`src/rtl/pll_cfg_pkg.sv`:
```
package pll_cfg_pkg;

  // Bit layout of the register word
  localparam int SRC_LSB   = 0;
  localparam int SRC_W     = 2;
  localparam int RNG_LSB   = 2;
  localparam int RNG_W     = 2;
  localparam int VCO_BIT   = 4;
  localparam int LATCH_BIT = 5;
  localparam int DIV_LSB   = 8;
  localparam int PEN_BIT   = 16;
  localparam int QEN_BIT   = 17;
  localparam int REN_BIT   = 18;

  typedef enum logic [SRC_W-1:0] {
    SRC_OFF        = 2'd0,
    SRC_INT_FAST   = 2'd1,
    SRC_INT_LOWPWR = 2'd2,
    SRC_EXT_XTAL   = 2'd3
  } src_sel_e;

endpackage

```
`src/rtl/pll_cfg_field.sv`:
```
module pll_cfg_field #(
  parameter int          W       = 1,
  parameter logic [W-1:0] RST_VAL = '0
) (
  input  logic         clk,
  input  logic         rst,
  input  logic         lane_we,
  input  logic         allow,
  input  logic [W-1:0] d,
  output logic [W-1:0] q
);

  always_ff @(posedge clk) begin
    if (rst) begin
      q <= RST_VAL;
    end else if (lane_we && allow) begin
      q <= d;
    end
  end

endmodule

```
`src/rtl/pll_cfg_frac.sv`:
```
module pll_cfg_frac #(
  parameter int FRAC_W = 13
) (
  input  logic              clk,
  input  logic              rst,
  input  logic              latch_bit,
  input  logic [FRAC_W-1:0] frac_in,
  output logic [FRAC_W-1:0] frac_held,
  output logic              frac_pulse
);

  logic latch_d;
  logic take;

  assign take = latch_bit && !latch_d;

  always_ff @(posedge clk) begin
    if (rst) begin
      latch_d    <= 1'b0;
      frac_held  <= '0;
      frac_pulse <= 1'b0;
    end else begin
      latch_d    <= latch_bit;
      frac_pulse <= take;
      if (take) begin
        frac_held <= frac_in;
      end
    end
  end

  AST_HELD_ONLY_ON_PULSE: assert property (@(posedge clk) disable iff (rst)
    !frac_pulse |-> $stable(frac_held));
  AST_PULSE_NEEDS_LATCH: assert property (@(posedge clk) disable iff (rst)
    frac_pulse |-> $past(latch_bit));
  AST_PULSE_SINGLE: assert property (@(posedge clk) disable iff (rst)
    frac_pulse |=> !frac_pulse);

endmodule

```
`src/rtl/pll_cfg_reg.sv`:
```
module pll_cfg_reg
  import pll_cfg_pkg::*;
#(
  parameter int DATA_W = 32,
  parameter int DIV_W  = 6,
  parameter int FRAC_W = 13
) (
  input  logic              clk,
  input  logic              rst,
  input  logic              wr_en,
  input  logic [DATA_W-1:0] wr_data,
  input  logic [DATA_W/8-1:0] wr_strb,
  output logic [DATA_W-1:0] rd_data,
  input  logic              pll_on,
  input  logic              pll_rdy,
  input  logic              any_pll_en,
  input  logic [FRAC_W-1:0] frac_in,
  output logic [SRC_W-1:0]  src_sel,
  output logic [DIV_W-1:0]  prescale,
  output logic [RNG_W-1:0]  in_range,
  output logic              vco_medium,
  output logic              p_out_en,
  output logic              q_out_en,
  output logic              r_out_en,
  output logic [FRAC_W-1:0] frac_held,
  output logic              frac_pulse
);

  localparam int STRB_W = DATA_W / 8;

  logic [STRB_W-1:0] lane_we;
  logic allow_src, allow_div, allow_rng;
  logic latch_q;
  logic unused_wr_bits;

  assign lane_we   = wr_en ? wr_strb : '0;
  assign allow_src = !any_pll_en;
  assign allow_div = !(pll_on || pll_rdy);
  assign allow_rng = !pll_on;
  assign unused_wr_bits = ^{wr_data, wr_strb};

  pll_cfg_field #(.W(SRC_W)) u_src (
    .clk(clk), .rst(rst), .lane_we(lane_we[SRC_LSB/8]), .allow(allow_src),
    .d(wr_data[SRC_LSB +: SRC_W]), .q(src_sel));

  pll_cfg_field #(.W(RNG_W)) u_rng (
    .clk(clk), .rst(rst), .lane_we(lane_we[RNG_LSB/8]), .allow(allow_rng),
    .d(wr_data[RNG_LSB +: RNG_W]), .q(in_range));

  pll_cfg_field #(.W(1)) u_vco (
    .clk(clk), .rst(rst), .lane_we(lane_we[VCO_BIT/8]), .allow(allow_rng),
    .d(wr_data[VCO_BIT]), .q(vco_medium));

  pll_cfg_field #(.W(1)) u_latch (
    .clk(clk), .rst(rst), .lane_we(lane_we[LATCH_BIT/8]), .allow(1'b1),
    .d(wr_data[LATCH_BIT]), .q(latch_q));

  pll_cfg_field #(.W(DIV_W)) u_div (
    .clk(clk), .rst(rst), .lane_we(lane_we[DIV_LSB/8]), .allow(allow_div),
    .d(wr_data[DIV_LSB +: DIV_W]), .q(prescale));

  // Three output enables share one pattern: generate them
  localparam int NUM_EN = 3;
  logic [NUM_EN-1:0] en_q;
  for (genvar g = 0; g < NUM_EN; g++) begin : g_en
    pll_cfg_field #(.W(1)) u_en (
      .clk(clk), .rst(rst), .lane_we(lane_we[(PEN_BIT+g)/8]), .allow(1'b1),
      .d(wr_data[PEN_BIT+g]), .q(en_q[g]));
  end
  assign p_out_en = en_q[0];
  assign q_out_en = en_q[1];
  assign r_out_en = en_q[2];

  pll_cfg_frac #(.FRAC_W(FRAC_W)) u_frac (
    .clk(clk), .rst(rst), .latch_bit(latch_q), .frac_in(frac_in),
    .frac_held(frac_held), .frac_pulse(frac_pulse));

  always_comb begin
    rd_data = '0;
    rd_data[SRC_LSB +: SRC_W] = src_sel;
    rd_data[RNG_LSB +: RNG_W] = in_range;
    rd_data[VCO_BIT]          = vco_medium;
    rd_data[LATCH_BIT]        = latch_q;
    rd_data[DIV_LSB +: DIV_W] = prescale;
    rd_data[PEN_BIT]          = en_q[0];
    rd_data[QEN_BIT]          = en_q[1];
    rd_data[REN_BIT]          = en_q[2];
  end

  AST_SRC_LOCKED: assert property (@(posedge clk) disable iff (rst)
    any_pll_en |=> $stable(src_sel));
  AST_DIV_LOCKED: assert property (@(posedge clk) disable iff (rst)
    (pll_on || pll_rdy) |=> $stable(prescale));
  AST_RANGE_LOCKED: assert property (@(posedge clk) disable iff (rst)
    pll_on |=> $stable({in_range, vco_medium}));
  AST_NO_WRITE_NO_CHANGE: assert property (@(posedge clk) disable iff (rst)
    !wr_en |=> $stable(rd_data));

endmodule

```
`config.mk`:
```
export PLATFORM = sky130hd
export DESIGN_NAME = pll_cfg_reg
export DESIGN_NICKNAME = d
export VERILOG_FILES = /design/src/rtl/pll_cfg_pkg.sv /design/src/rtl/pll_cfg_field.sv /design/src/rtl/pll_cfg_frac.sv /design/src/rtl/pll_cfg_reg.sv
export SDC_FILE = /design/constraint.sdc
export NUM_CORES = 1
export LEC_CHECK = 0
export BUFFER_PORTS_ARGS = -buffer_cell sky130_fd_sc_hd__buf_2
export CORE_MARGIN = 2
export CORE_UTILIZATION = 40
export DETAILED_ROUTE_END_ITERATION = 8
export GPL_TIMING_DRIVEN = 0
export HOLD_SLACK_MARGIN = 0.02
export PLACE_DENSITY = 0.86
export SLEW_MARGIN = 0
export SYNTH_ARGS = -nofsm -noshare
export SYNTH_HDL_FRONTEND = slang
export SYNTH_SLANG_ARGS = --single-unit
```
`constraint.sdc`:
```
create_clock -name clk -period 1.8 [get_ports clk]
set_clock_uncertainty 0.1 [all_clocks]
set_input_delay 0.09 -clock clk [delete_from_list [all_inputs] [get_ports clk]]
set_output_delay 0.09 -clock clk [all_outputs]
set_load 0.02 [all_outputs]
```
== Yosys cells after proc, flatten, opt, wreduce, memory -nomap -nowiden ==
Cells that the tools add are included.

* Latch bits: 0
* Memory bits (writable): 0
* Memories: 0
* Bits of input ports: 55
* Register bits: 30
* ROM bits: 0

* Muxes and demuxes: 1
* Bitwise gates (word level): 0
* Eq/ne operators: 0
* Reductions and logical operators: 9
* Order comparisons: 0
* $add $sub $neg: 0
* Shift operators: 0
* Divide/modulo/power cells: 0
* Multipliers: 0

{| class="wikitable"
|+ Operators by type and width
! operator !! count
|-
| 1-bit logical AND || 4
|-
| 1-bit logical NOT || 4
|-
| 3-bit two-way mux || 1
|-
| 1-bit logical OR || 1
|}

== Depth between registers and ports, before layout ==
* Depth after elaboration: 3
* Depth in mapped cells: 5
* Gate-level depth less buffers: 3

== Hierarchy ==
From an unflattened synthesis, not the netlist that was laid out.

* Cells, all modules: 164
* Area, all modules: 1599.0 um^2

{| class="wikitable"
|+ By module, submodules not included
! module !! cells an instance !! area an instance (um^2) !! sequential area each (um^2) !! times used
|-
| pll_cfg_frac || 62 || 683.2 || 300.3 || 1
|-
| pll_cfg_reg || 40 || 277.8 || 0.0 || 1
|-
| pll_cfg_field (u_div) || 26 || 259.0 || 120.1 || 1
|-
| pll_cfg_field (g_en[0].u_en ...) || 4 || 43.8 || 20.0 || 5
|-
| pll_cfg_field (u_rng ...) || 8 || 80.1 || 40.0 || 2
|}

== Worst setup path before layout ==
Ideal clock, no wire load.

* Path type: register -> register
* Start point: register u_latch.q
* End point: register u_frac.frac_held[10]
* Period minus slack after synthesis: 1.023 ns
* Data arrival time: 0.853 ns
* Stages on the path, launching flop included: 5
* Path slack: 0.777 ns
* Setup time: 0.070 ns
* Cells stage by stage: dfxtp_1 and2b_1 buf_2 nand2_1 a21oi_1

* Longest elaborated chain between the ends: 1

{| class="wikitable"
|+ Ends and longest elaborated chain
! item !! RTL line !! RTL
|-
| start: declaration || pll_cfg_field.sv:10 || <nowiki>output logic [W-1:0] q</nowiki>
|-
| start signal: assignment || pll_cfg_field.sv:15 || <nowiki>q <= RST_VAL;</nowiki>
|-
| start signal: assignment || pll_cfg_field.sv:17 || <nowiki>q <= d;</nowiki>
|-
| 1-bit logical AND || pll_cfg_frac.sv:15 || <nowiki>assign take = latch_bit && !latch_d;</nowiki>
|-
| end signal: assignment || pll_cfg_frac.sv:26 || <nowiki>frac_held <= frac_in;</nowiki>
|-
| end: declaration || pll_cfg_frac.sv:8 || <nowiki>output logic [FRAC_W-1:0] frac_held,</nowiki>
|}

No other way between the ends.
A chain may end at the register's enable or synchronous reset.

== Final worst setup path ==
* Start point: input wr_en
* End point: register u_latch.q

* Longest elaborated chain between the ends: 1

{| class="wikitable"
|+ Ends and longest elaborated chain
! item !! RTL line !! RTL
|-
| start: declaration || pll_cfg_reg.sv:10 || <nowiki>input logic wr_en,</nowiki>
|-
| 3-bit two-way mux || pll_cfg_reg.sv:36 || <nowiki>assign lane_we = wr_en ? wr_strb : '0;</nowiki>
|}

No other way between the ends.

==> load_flow_metrics.sql <==
INSERT INTO impl_metrics (metric_group, metric, value, unit) VALUES
('outcome', 'result_of_the_run', 'finished clean', ''),
('final_layout', 'drive_above_1_share', '42.1', '%'),
('power_and_ir_drop', 'power.sequential.fraction', '49.2', '%'),
('final_layout', 'nNetsFinal', '344', ''),
('global_route', 'grt_first_pass_wirelength', '5.51', 'mm'),
('setup_path', 'cp.arrival', '1.57', 'ns'),
('drt', 'final_wirelength', '3.80', 'mm'),
('power_and_ir_drop', 'net_switching_component_of_the_power', '388', 'µW'),
('die', 'core_region_area', '3100', 'µm²'),
('logic_synthesis', 'postSynthAreaPerCell', '8.68', 'µm²'),
('final_layout', 'synthToLayoutAreaGrowth', '70.1', '%'),
('logic_synthesis', 'total_of_warnings_raised_by_yosys', '0', ''),
('clock_tree', 'tritoncts_num_sinks', '30', ''),
('drt', 'first_iter_violations', '43', ''),
('sta', 'setup_repair_after_global_routing_missed_its_margin', 'no', ''),
('setup_path', 'crit_path_cell_trace', 'dlygate4sd3_1 > buf_6 > nand2_1 > dlygate4sd3_1 > nand2_1 > a21oi_1', ''),
('drt', 'number_of_iterations_in_the_first_detailed_routing_pass', '4', ''),
('logic_synthesis', 'post_synth_inst_count', '152', ''),
('global_route', 'first_global_vias', '1263', ''),
('sta', 'period_minus_slack', '1.42', 'ns'),
('clock_tree', 'cts_buffer_depth', '2', ''),
('clock_tree', 'cts-buffers-inserted', '5', ''),
('die', 'rows', '20', ''),
('power_and_ir_drop', 'p_total', '1420', 'µW'),
('global_route', 'antenna_found_initial', '0', ''),
('logic_synthesis', 'post_synth_num_cell_types', '17', ''),
('logic_synthesis', 'synth_flop_cell', 'sky130_fd_sc_hd__dfxtp_1', ''),
('sta', 'period_share', '79.1', '%'),
('die', 'dieArea', '3780', 'µm²'),
('power_and_ir_drop', 'irDropWorstVdd', '431', 'µV'),
('clock_tree', 'cts_tree', 'built', ''),
('place', 'hpwlAfterDp', '2.16', 'mm'),
('power_and_ir_drop', 'netSwitchingFraction', '27.3', '%'),
('die', 'initial_core_utilization', '42.5', '%'),
('place', 'gp_congestion', '0.728', ''),
('sta', 'max_freq', '0.703', 'GHz'),
('power_and_ir_drop', 'static-leakage-power', '0.00119', 'µW'),
('clock_tree', 'cts-htree-levels', '2', ''),
('sta', 'final-setup-viol-count', '0', ''),
('logic_synthesis', 'synth-edff-count', '0', ''),
('setup_path', 'critPathCaptureType', 'flip-flop', ''),
('drt', 'number_of_vias_after_detailed_routing', '1402', ''),
('die', 'ioPinCount', '115', ''),
('die', 'dieHeight', '61.4', 'µm'),
('setup_path', 'start_kind', 'input port', ''),
('setup_path', 'required', '1.95', 'ns'),
('final_layout', 'ff_latch_area', '601', 'µm²'),
('logic_synthesis', 'synth_top_area_share', '45.5', '%'),
('logic_synthesis', 'ys_async_sr_fraction', '0', '%'),
('place', 'io_buffers', '78', ''),
('drt', 'postRouteAntennaNets', '0', ''),
('run', 'cap_violations', '0', ''),
('setup_path', 'criticalPathCategory', 'input port to flip-flop', ''),
('logic_synthesis', 'netlist_top_cells_area', 'sky130_fd_sc_hd__dfxtp_1 45%, sky130_fd_sc_hd__buf_4 18%, sky130_fd_sc_hd__nand2_1 9.1%', ''),
('sta', 'setup_total_negative_slack', '0', 'ns'),
('setup_path', 'path_max_fanout', '9', ''),
('logic_synthesis', 'synth-seq-cells', '30', ''),
('logic_synthesis', 'synth.yosys.seq_area_share', '45.5', '%'),
('power_and_ir_drop', 'power_frac_clock', '28.9', '%'),
('power_and_ir_drop', 'power_report.internal_total', '1030', 'µW'),
('power_and_ir_drop', 'p_per_area', '633', 'nW/µm²'),
('global_route', 'grt_start_max_net_pins', '11', ''),
('die', 'horizontal_extent_of_the_die', '61.4', 'µm'),
('setup_path', 'critical-path-max-stage-delay', '0.55', 'ns'),
('clock_tree', 'clk_transition_reported_paths', '0.09', 'ns'),
('drt', 'detail_route.vias_per_cell', '4.20', ''),
('logic_synthesis', 'netlist.top_cell.by_area', 'sky130_fd_sc_hd__dfxtp_1', ''),
('final_layout', 'multi_input_area', '494', 'µm²'),
('drt', 'drt-wirelength-per-cell', '11.4', 'µm'),
('logic_synthesis', 'synth.cell_area', '1320', 'µm²'),
('sta', 'slew_violations', '0', '');
[critical path, delay by kind of cell]
kind / cells / cell delay, ns
buffers and inverters: 3 / 1.24
AND/OR/NAND/NOR: 2 / 0.11
AO/OA/AOI/OAI: 1 / 0.13
[through the flow]
stage | cells | instance area (µm²) | hold WS [ns] | util (%) | setup WS, ns
6_report | 334 | 2250 | 0.0769 | 72.4 | 0.377
4_1_cts | 334 | 2250 | 0.0604 | 72.4 | 0.421
3_5_place_dp | 290 | 1830 | 0.169 | 58.8 | 0.639
2_1_floorplan | 168 | 1380 | 0.0691 | - | 0.777
3_3_place_gp | 290 | 1830 | 0.170 | 58.8 | 0.647
5_1_grt | 334 | 2250 | 0.0814 | 72.4 | 0.321
[area by class of cell]
cell class              count  share of cell area (%)
repair buffers            114                    33.4
flip-flops and latches     30                    26.7
multi-input cells          99                    22.0
plain buffers              39                    12.7
clock buffers               7                    2.45
well taps                  44                    2.45
clock inverters             1                   0.223
[cells by family (layout without fill, tap and decap cells)]
family	count (synthesis)	count (layout)	share of synthesized area, %
flip-flops	30	30	45.5
AO/OA/AOI/OAI	17	17	6.45
other	1	17	0.284
AND/OR/NAND/NOR	54	54	17.8
buffers and inverters	39	161	21.6
multiplexers	11	11	8.34
[power groups by stage]
| stage | combinational [µW] | sequential (µW) | clock, µW |
|---|---|---|---|
| 3_5_place_dp | 245 | 714 | 0 |
| 2_1_floorplan | 142 | 737 | 0 |
| 5_1_grt | 337 | 702 | 455 |
| 6_report | 312 | 699 | 410 |
| 3_3_place_gp | 243 | 713 | 0 |
| 4_1_cts | 303 | 698 | 424 |
[flip-flops by register name (all words and copies together), names as in the netlist]
register           flops
g_en.u_en.q            3
u_frac.latch_d         1
u_frac.frac_held      13
u_latch.q              1
u_vco.q                1
u_div.q                6
u_src.q                2
u_frac.frac_pulse      1
u_rng.q                2
[path summary, 6_finish.rpt]
| kind | startpoint | endpoint | slack (ns) | cells after the start |
|---|---|---|---|---|
| setup reg to reg | u_latch.q$_SDFFE_PP0P_ | u_frac.frac_held[6]$_SDFFE_PP0P_ | 0.60 | 4 |
| hold reg to reg | u_frac.latch_d$_SDFF_PP0_ | u_frac.frac_pulse$_SDFF_PP0_ | 0.35 | 1 |
| hold / removal | any_pll_en | u_src.q[1]$_SDFFE_PP0P_ | 0.08 | 4 |
| setup / recovery | wr_en | u_latch.q$_SDFFE_PP0P_ | 0.38 | 6 |
[what timing repair did]
action,CTS,global route
gates resized for setup,0,0
endpoints found under the hold margin,30,0
hold buffers,36,0
[layout by cell type (no fill, tap or decap)]
cell type and n:
sky130_fd_sc_hd__and4bb_1 1, sky130_fd_sc_hd__buf_1 1, sky130_fd_sc_hd__mux2i_1 11, sky130_fd_sc_hd__clkbuf_4 5
sky130_fd_sc_hd__nor2b_1 2, sky130_fd_sc_hd__clkbuf_1 2, sky130_fd_sc_hd__clkbuf_8 1, sky130_fd_sc_hd__nand3b_1 2
sky130_fd_sc_hd__nand3_1 4, sky130_fd_sc_hd__dlygate4sd3_1 36, sky130_fd_sc_hd__buf_4 32, sky130_fd_sc_hd__nand2b_1 1
sky130_fd_sc_hd__conb_1 17, sky130_fd_sc_hd__nor2_1 11, sky130_fd_sc_hd__buf_2 81, sky130_fd_sc_hd__buf_6 2
sky130_fd_sc_hd__and2b_1 1, sky130_fd_sc_hd__nand2_1 32, sky130_fd_sc_hd__clkinv_2 1, sky130_fd_sc_hd__dfxtp_1 30
sky130_fd_sc_hd__a21oi_1 17
[layer usage]
metal	track usage [%]	share of wire, %	up-vias
met5	0	0	-
met4	7.29	0.87	0
met3	8.61	9.4	4
met2	40.1	53	71
met1	18.5	37	614
li1	-	-	713
(Power assumes the default switching activity.)
